--- src/rtl/scl_gen_pkg.sv ---
package scl_gen_pkg;
  typedef enum logic [1:0] {
    PH_IDLE = 2'd0,
    PH_LOW  = 2'd1,
    PH_WAIT = 2'd2,
    PH_HIGH = 2'd3
  } phase_e;
endpackage

--- src/rtl/scl_line_filter.sv ---
module scl_line_filter #(
  parameter int FREQ_W = 4
) (
  input  logic              clk,
  input  logic              rst_n,
  input  logic              line_in,
  input  logic [FREQ_W-1:0] thresh,
  output logic              level
);
  logic              sync_q;
  logic              lvl_q;
  logic [FREQ_W-1:0] run_q;
  logic [FREQ_W-1:0] thr;

  // a zero code behaves as one
  assign thr = (thresh == '0) ? {{(FREQ_W-1){1'b0}}, 1'b1} : thresh;

  always_ff @(posedge clk or negedge rst_n) begin
    if (!rst_n) begin
      sync_q <= 1'b1;
      lvl_q  <= 1'b1;
      run_q  <= '0;
    end else begin
      sync_q <= line_in;
      if (sync_q != lvl_q) begin
        if (run_q == thr - 1'b1) begin
          lvl_q <= sync_q;
          run_q <= '0;
        end else begin
          run_q <= run_q + 1'b1;
        end
      end else begin
        run_q <= '0;
      end
    end
  end

  assign level = lvl_q;
endmodule

--- src/rtl/scl_div_map.sv ---
module scl_div_map #(
  parameter int LO_W        = 5,
  parameter int HI_W        = 6,
  parameter int FREQ_W      = 4,
  parameter int LOWF_OFFSET = 65,
  localparam int CNT_W      = LO_W + HI_W + 1
) (
  input  logic              fast,
  input  logic [LO_W-1:0]   cs_lo,
  input  logic [HI_W-1:0]   cs_hi,
  input  logic [FREQ_W-1:0] freq,
  output logic [CNT_W-1:0]  low_len,
  output logic [CNT_W-1:0]  high_len
);
  logic             low_range;
  logic [CNT_W-1:0] div_n;

  assign low_range = (freq <= {{(FREQ_W-1){1'b0}}, 1'b1});

  always_comb begin
    if (!fast && low_range) begin
      div_n = CNT_W'(cs_lo) + CNT_W'(LOWF_OFFSET);
    end else begin
      div_n = CNT_W'({cs_hi, cs_lo}) + 1'b1;
    end
    low_len  = div_n + 1'b1;
    high_len = fast ? ((div_n >> 1) + 1'b1) : (div_n + 1'b1);
  end
endmodule

--- src/rtl/scl_phase_seq.sv ---
module scl_phase_seq
  import scl_gen_pkg::*;
#(
  parameter int CNT_W = 12
) (
  input  logic             clk,
  input  logic             rst_n,
  input  logic             en,
  input  logic [CNT_W-1:0] low_len,
  input  logic [CNT_W-1:0] high_len,
  input  logic             line_high,
  output logic             pull_low,
  output logic             low_start,
  output logic             drive_pt,
  output logic             high_start,
  output logic             sample_pt
);
  phase_e           ph_q;
  logic [CNT_W-1:0] idx_q;

  always_ff @(posedge clk or negedge rst_n) begin
    if (!rst_n) begin
      ph_q  <= PH_IDLE;
      idx_q <= '0;
    end else if (!en) begin
      ph_q  <= PH_IDLE;
      idx_q <= '0;
    end else begin
      unique case (ph_q)
        PH_IDLE: begin
          ph_q  <= PH_LOW;
          idx_q <= '0;
        end
        PH_LOW: begin
          if (idx_q >= low_len - 1'b1 && !line_high) begin
            ph_q  <= PH_WAIT;
            idx_q <= '0;
          end else begin
            idx_q <= idx_q + 1'b1;
          end
        end
        PH_WAIT: begin
          if (line_high) begin
            ph_q  <= PH_HIGH;
            idx_q <= '0;
          end
        end
        PH_HIGH: begin
          if (idx_q >= high_len - 1'b1) begin
            ph_q  <= PH_LOW;
            idx_q <= '0;
          end else begin
            idx_q <= idx_q + 1'b1;
          end
        end
        default: begin
          ph_q  <= PH_IDLE;
          idx_q <= '0;
        end
      endcase
    end
  end

  assign pull_low   = (ph_q == PH_LOW);
  assign low_start  = (ph_q == PH_LOW)  && (idx_q == '0);
  assign drive_pt   = (ph_q == PH_LOW)  && (idx_q == (low_len >> 1));
  assign high_start = (ph_q == PH_HIGH) && (idx_q == '0);
  assign sample_pt  = (ph_q == PH_HIGH) && (idx_q == (high_len >> 1));
endmodule

--- src/rtl/scl_clk_gen.sv ---
module scl_clk_gen #(
  parameter int LO_W        = 5,
  parameter int HI_W        = 6,
  parameter int FREQ_W      = 4,
  parameter int LOWF_OFFSET = 65
) (
  input  logic              clk,
  input  logic              rst_n,
  input  logic [LO_W+1:0]   clk_ctl,
  input  logic [HI_W-1:0]   clk_ext,
  input  logic [FREQ_W-1:0] freq_sel,
  input  logic              scl_in,
  input  logic              sda_in,
  output logic              scl_pull_low,
  output logic              scl_level,
  output logic              sda_level,
  output logic              low_start,
  output logic              drive_pt,
  output logic              high_start,
  output logic              sample_pt
);
  localparam int CNT_W   = LO_W + HI_W + 1;
  localparam int EN_BIT  = LO_W;
  localparam int FM_BIT  = LO_W + 1;
  localparam int N_LINES = 2;

  logic [N_LINES-1:0] raw_lines;
  logic [N_LINES-1:0] flt_lines;
  logic [CNT_W-1:0]   low_len;
  logic [CNT_W-1:0]   high_len;

  assign raw_lines = {sda_in, scl_in};

  for (genvar g = 0; g < N_LINES; g++) begin : g_flt
    scl_line_filter #(.FREQ_W(FREQ_W)) u_flt (
      .clk    (clk),
      .rst_n  (rst_n),
      .line_in(raw_lines[g]),
      .thresh (freq_sel),
      .level  (flt_lines[g])
    );
  end

  assign scl_level = flt_lines[0];
  assign sda_level = flt_lines[1];

  scl_div_map #(
    .LO_W(LO_W), .HI_W(HI_W), .FREQ_W(FREQ_W), .LOWF_OFFSET(LOWF_OFFSET)
  ) u_map (
    .fast    (clk_ctl[FM_BIT]),
    .cs_lo   (clk_ctl[LO_W-1:0]),
    .cs_hi   (clk_ext),
    .freq    (freq_sel),
    .low_len (low_len),
    .high_len(high_len)
  );

  scl_phase_seq #(.CNT_W(CNT_W)) u_seq (
    .clk       (clk),
    .rst_n     (rst_n),
    .en        (clk_ctl[EN_BIT]),
    .low_len   (low_len),
    .high_len  (high_len),
    .line_high (scl_level),
    .pull_low  (scl_pull_low),
    .low_start (low_start),
    .drive_pt  (drive_pt),
    .high_start(high_start),
    .sample_pt (sample_pt)
  );
endmodule

--- config.mk ---
export PLATFORM = sky130hd
export DESIGN_NAME = scl_clk_gen
export DESIGN_NICKNAME = d
export VERILOG_FILES = /design/src/rtl/scl_gen_pkg.sv /design/src/rtl/scl_line_filter.sv /design/src/rtl/scl_div_map.sv /design/src/rtl/scl_phase_seq.sv /design/src/rtl/scl_clk_gen.sv
export SDC_FILE = /design/constraint.sdc
export NUM_CORES = 1
export LEC_CHECK = 0
export ABC_AREA = 1
export ABC_CLOCK_PERIOD_IN_PS = 4800
export BUFFER_PORTS_ARGS = -buffer_cell sky130_fd_sc_hd__buf_2
export CAP_MARGIN = 30
export CORE_UTILIZATION = 61
export CTS_CLUSTER_SIZE = 8
export DETAILED_ROUTE_END_ITERATION = 12
export PLACE_DENSITY_LB_ADDON = 0.08
export SLEW_MARGIN = 0
export SYNTH_ARGS = -nofsm -noshare
export SYNTH_HDL_FRONTEND = slang
export SYNTH_SLANG_ARGS = --single-unit
--- constraint.sdc ---
create_clock -name clk -period 4.8 [get_ports clk]
set_clock_uncertainty 0.15 [all_clocks]
set_input_delay 0.48 -clock clk [delete_from_list [all_inputs] [get_ports clk]]
set_output_delay 0.48 -clock clk [all_outputs]
set_load 0.01 [all_outputs]
==> run_results.csv <==
group,metric,value,unit
clock_tree,post_cts_buffers,0,
logic_synthesis,synth-adder-area-share,0.125,
global_routing,first_global_vias,3343,
routing,avgRoutedWirePerCell,12.7,um
finish,utilization,0.678,
placed_design,gp_routability_congestion,0.943,
setup_path,endpoint,"u_seq.idx_q[0]",
timing,fmax,232,MHz
setup_path,worstPathArrival,4370,ps
power,ir_drop,0.256,mV
timing,fin_crit_sh,0.898,
routing,first_pass_iters,4,
logic_synthesis,ys_seq_area_frac,0.172,
timing,setup_viol,0,
finish,final_nets,687,
logic_synthesis,synthCells,603,
setup_path,r2r_slack,2110,ps
global_routing,use_met3,0.0472,
clock_tree,clock_latency,270,ps
setup_path,crit_path_start,"clk_ctl[0]",
finish,drive_gt1_frac,0.155,
setup_path,critPathRequiredTime,4860,ps
floorplan,rows,28,
setup_path,path_class,"primary input to register",
logic_synthesis,async_reset_ff_frac,1.00,
global_routing,grt_max_degree,27,
timing,timing.final.crit_period,4310,ps
routing,vias_per_cell,5.42,
logic_synthesis,synth_top_family_by_area,"simple AND/OR/NAND/NOR gates",
setup_path,crit_path_end_kind,"register",
outcome,status,"completed",
finish,area_growth,6.50,%
timing,fin_setup_tns,0,ps
floorplan,ios,28,
routing,wirelength,8.91,mm
clock_tree,cts.sinks,26,
clock_tree,cts_tree,"yes",
logic_synthesis,netlist_area,3810,um^2
setup_path,critical_path.max_fanout,11,
clock_tree,ctsResizeCount,0,
logic_synthesis,yosys_warnings,0,
clock_tree,cts.path.max_buffers,2,
job,maxCapViolCount,0,
placed_design,io_buffers,27,
timing,rsz0062_at_grt,"false",
logic_synthesis,ys_ff_latch,26,
logic_synthesis,synthFlopType,"dfrtp_1",
floorplan,die_w,81.1,um
global_routing,top_usage_layer,"met2",
clock_tree,cts_made_buffers,3,
global_routing,gr-usage-met1,0.375,
finish,num_antenna_cells,0,
clock_tree,h-tree-depth,1,
logic_synthesis,muxShareOfSynthArea,0,
logic_synthesis,synth_edf_count,0,
power,powerDensity,213,nW/um^2
timing,slew_headroom,0.606,
logic_synthesis,synth_xor_area_frac,0.0781,
logic_synthesis,synth_area_per_cell,6.32,um^2
global_routing,gr-total-overflow,0,
logic_synthesis,syn_nets,662,
logic_synthesis,yosysUniqueCellTypes,38,
global_routing,antenna_found_initial,0,
routing,drt_iter0_drc,203,
floorplan,die_area,6570,um^2
floorplan,core,5990,um^2
global_routing,gr-usage-all-layers,0.287,
logic_synthesis,synth_compound_area_frac,0.0719,
routing,drc,0,
clock_tree,clock-root-buffer,"clkbuf_8",
timing,slew_viol_final,0,
routing,dr_total_vias,3807,
placed_design,hpwlAfterDp,7.42,mm
setup_path,regToRegEndpoint,"u_seq.idx_q[0]",
finish,fillCellCount,583,
timing,finalHoldViolCount,0,
setup_path,worst_setup_path_start_kind,"primary input",
clock_tree,clk_pin_slew,90,ps
clock_tree,ctsHoldBuffers,0,
routing,antenna_left,0,
setup_path,worstReg2RegStart,"u_seq.idx_q[0]",
floorplan,dieHeight,81.1,um
timing,worst_pin_slew,592,ps
global_routing,grt_pass1_wl,14.8,mm
logic_synthesis,synth-simple-area-share,0.456,
worst_hold_path,min_path_type,"primary input to asynchronous set/reset pin",
floorplan,start_util,0.637,
global_routing,global_route.usage.met2,0.501,
setup_path,reg2reg_depth,15,
power,p_leak,2.16,nW
cell usage in the layout (no fill, tap or decap), drive strengths merged, types with 2 or more instances in the layout:
cell type,n
o21ai,23
buf,27
nand3b,2
nor4,2
dfrtp,22
xor2,24
nand4,12
clkbuf,4
nor3,12
nor2,67
dfstp,4
inv,88
ha,38
or2,3
nand2,188
a211oi,2
a21oi,20
nand3,73
xnor2,10
registers in the layout (all words and copies together) (netlist names):
name and flops:
g_flt.u_flt.level 2, g_flt.u_flt.run_q 8, g_flt.u_flt.sync_q 2, u_seq.idx_q 12, u_seq.ph_q 2
how the worst min path moves through the flow:
stage,from,endpoint,slack [ps],cells after the start
detailed placement,g_flt[1].u_flt.run_q[0],g_flt[1].u_flt.run_q[0],350,1
global placement,g_flt[1].u_flt.sync_q,g_flt[1].u_flt.level,320,2
floorplan,rst_n,g_flt[0].u_flt.run_q[0],30,0
finish,rst_n,u_seq.ph_q[1],50,1
CTS,rst_n,u_seq.idx_q[9],70,1
global route,rst_n,u_seq.ph_q[0],90,1
cells in the mapped netlist, types with 7 or more instances:
library cell | n | area, um^2
a21oi_1 | 18 | 90.1
dfrtp_1 | 22 | 551
ha_1 | 38 | 475
inv_1 | 80 | 300
inv_2 | 7 | 26.3
nand2_1 | 165 | 619
nand2_2 | 21 | 131
nand3_1 | 63 | 315
nand3_2 | 7 | 70.1
nand4_1 | 12 | 75.1
nor2_1 | 55 | 206
nor2_4 | 8 | 90.1
nor3_1 | 9 | 45.0
o21ai_0 | 20 | 100
xnor2_1 | 10 | 87.6
xor2_1 | 24 | 210
metal layers:
metal / vias up / wire [um]
li1: 1992 / -
met1: 1714 / 4260
met2: 93 / 4180
met3: 8 / 424
met4: 0 / 54
met5: - / 0
power breakdown:
group / internal [mW] / total [mW] / switching, mW / leakage [nW]
logic: 0.152 / 0.416 / 0.265 / 1.78
clock network: 0.0734 / 0.143 / 0.0698 / 0.0288
registers: 0.262 / 0.307 / 0.0446 / 0.342
through the flow:
stage	setup WS [ps]	std cells	power [mW]	hold WS [ps]	cell area, um^2
finish	488	702	0.866	47.4	4060
global route	53.2	702	0.946	90.6	4060
CTS	510	702	0.867	71.8	4060
detailed placement	238	698	0.725	350	4010
global placement	321	698	0.709	319	4010
floorplan	833	603	0.614	34.4	3810
critical path: stages:
cell	delay, ps
buf_2	140
inv_1	150
ha_1	410
inv_1	120
ha_1	280
nand2_1	60
o21ai_0	90
nand2_1	120
nand3_1	120
nor2_2	190
nand3_2	140
nor2_4	150
nand2_2	90
nor2_4	140
xor2_1	160
ha_1	250
nand2_1	80
nor2_1	50
a211oi_1	160
nand2_1	80
nand2_1	60
nand2_1	50
nand2_1	70
nand4_1	150
nand2_1	360
nand3_1	130
nand2_1	100
final cells by class:
| cell class | instances | area, um^2 | area share |
|---|---|---|---|
| multi-input cells | 481 | 2790 | 0.686 |
| flip-flops and latches | 26 | 656 | 0.161 |
| inverters | 89 | 337 | 0.0829 |
| repair buffers | 27 | 135 | 0.0333 |
| well taps | 75 | 93.8 | 0.0231 |
| clock buffers | 4 | 55.1 | 0.0136 |
cells by family (layout without fill, tap and decap cells):
logic type / Yosys count / count (layout)
AND/OR/NAND/NOR: 360 / 360
buffers and inverters: 96 / 120
AO/OA/AOI/OAI: 49 / 49
adder cells (fa/ha/maj): 38 / 38
XOR/XNOR: 34 / 34
flip-flops: 26 / 26
Note: power is estimated with default switching activity, not from simulation.
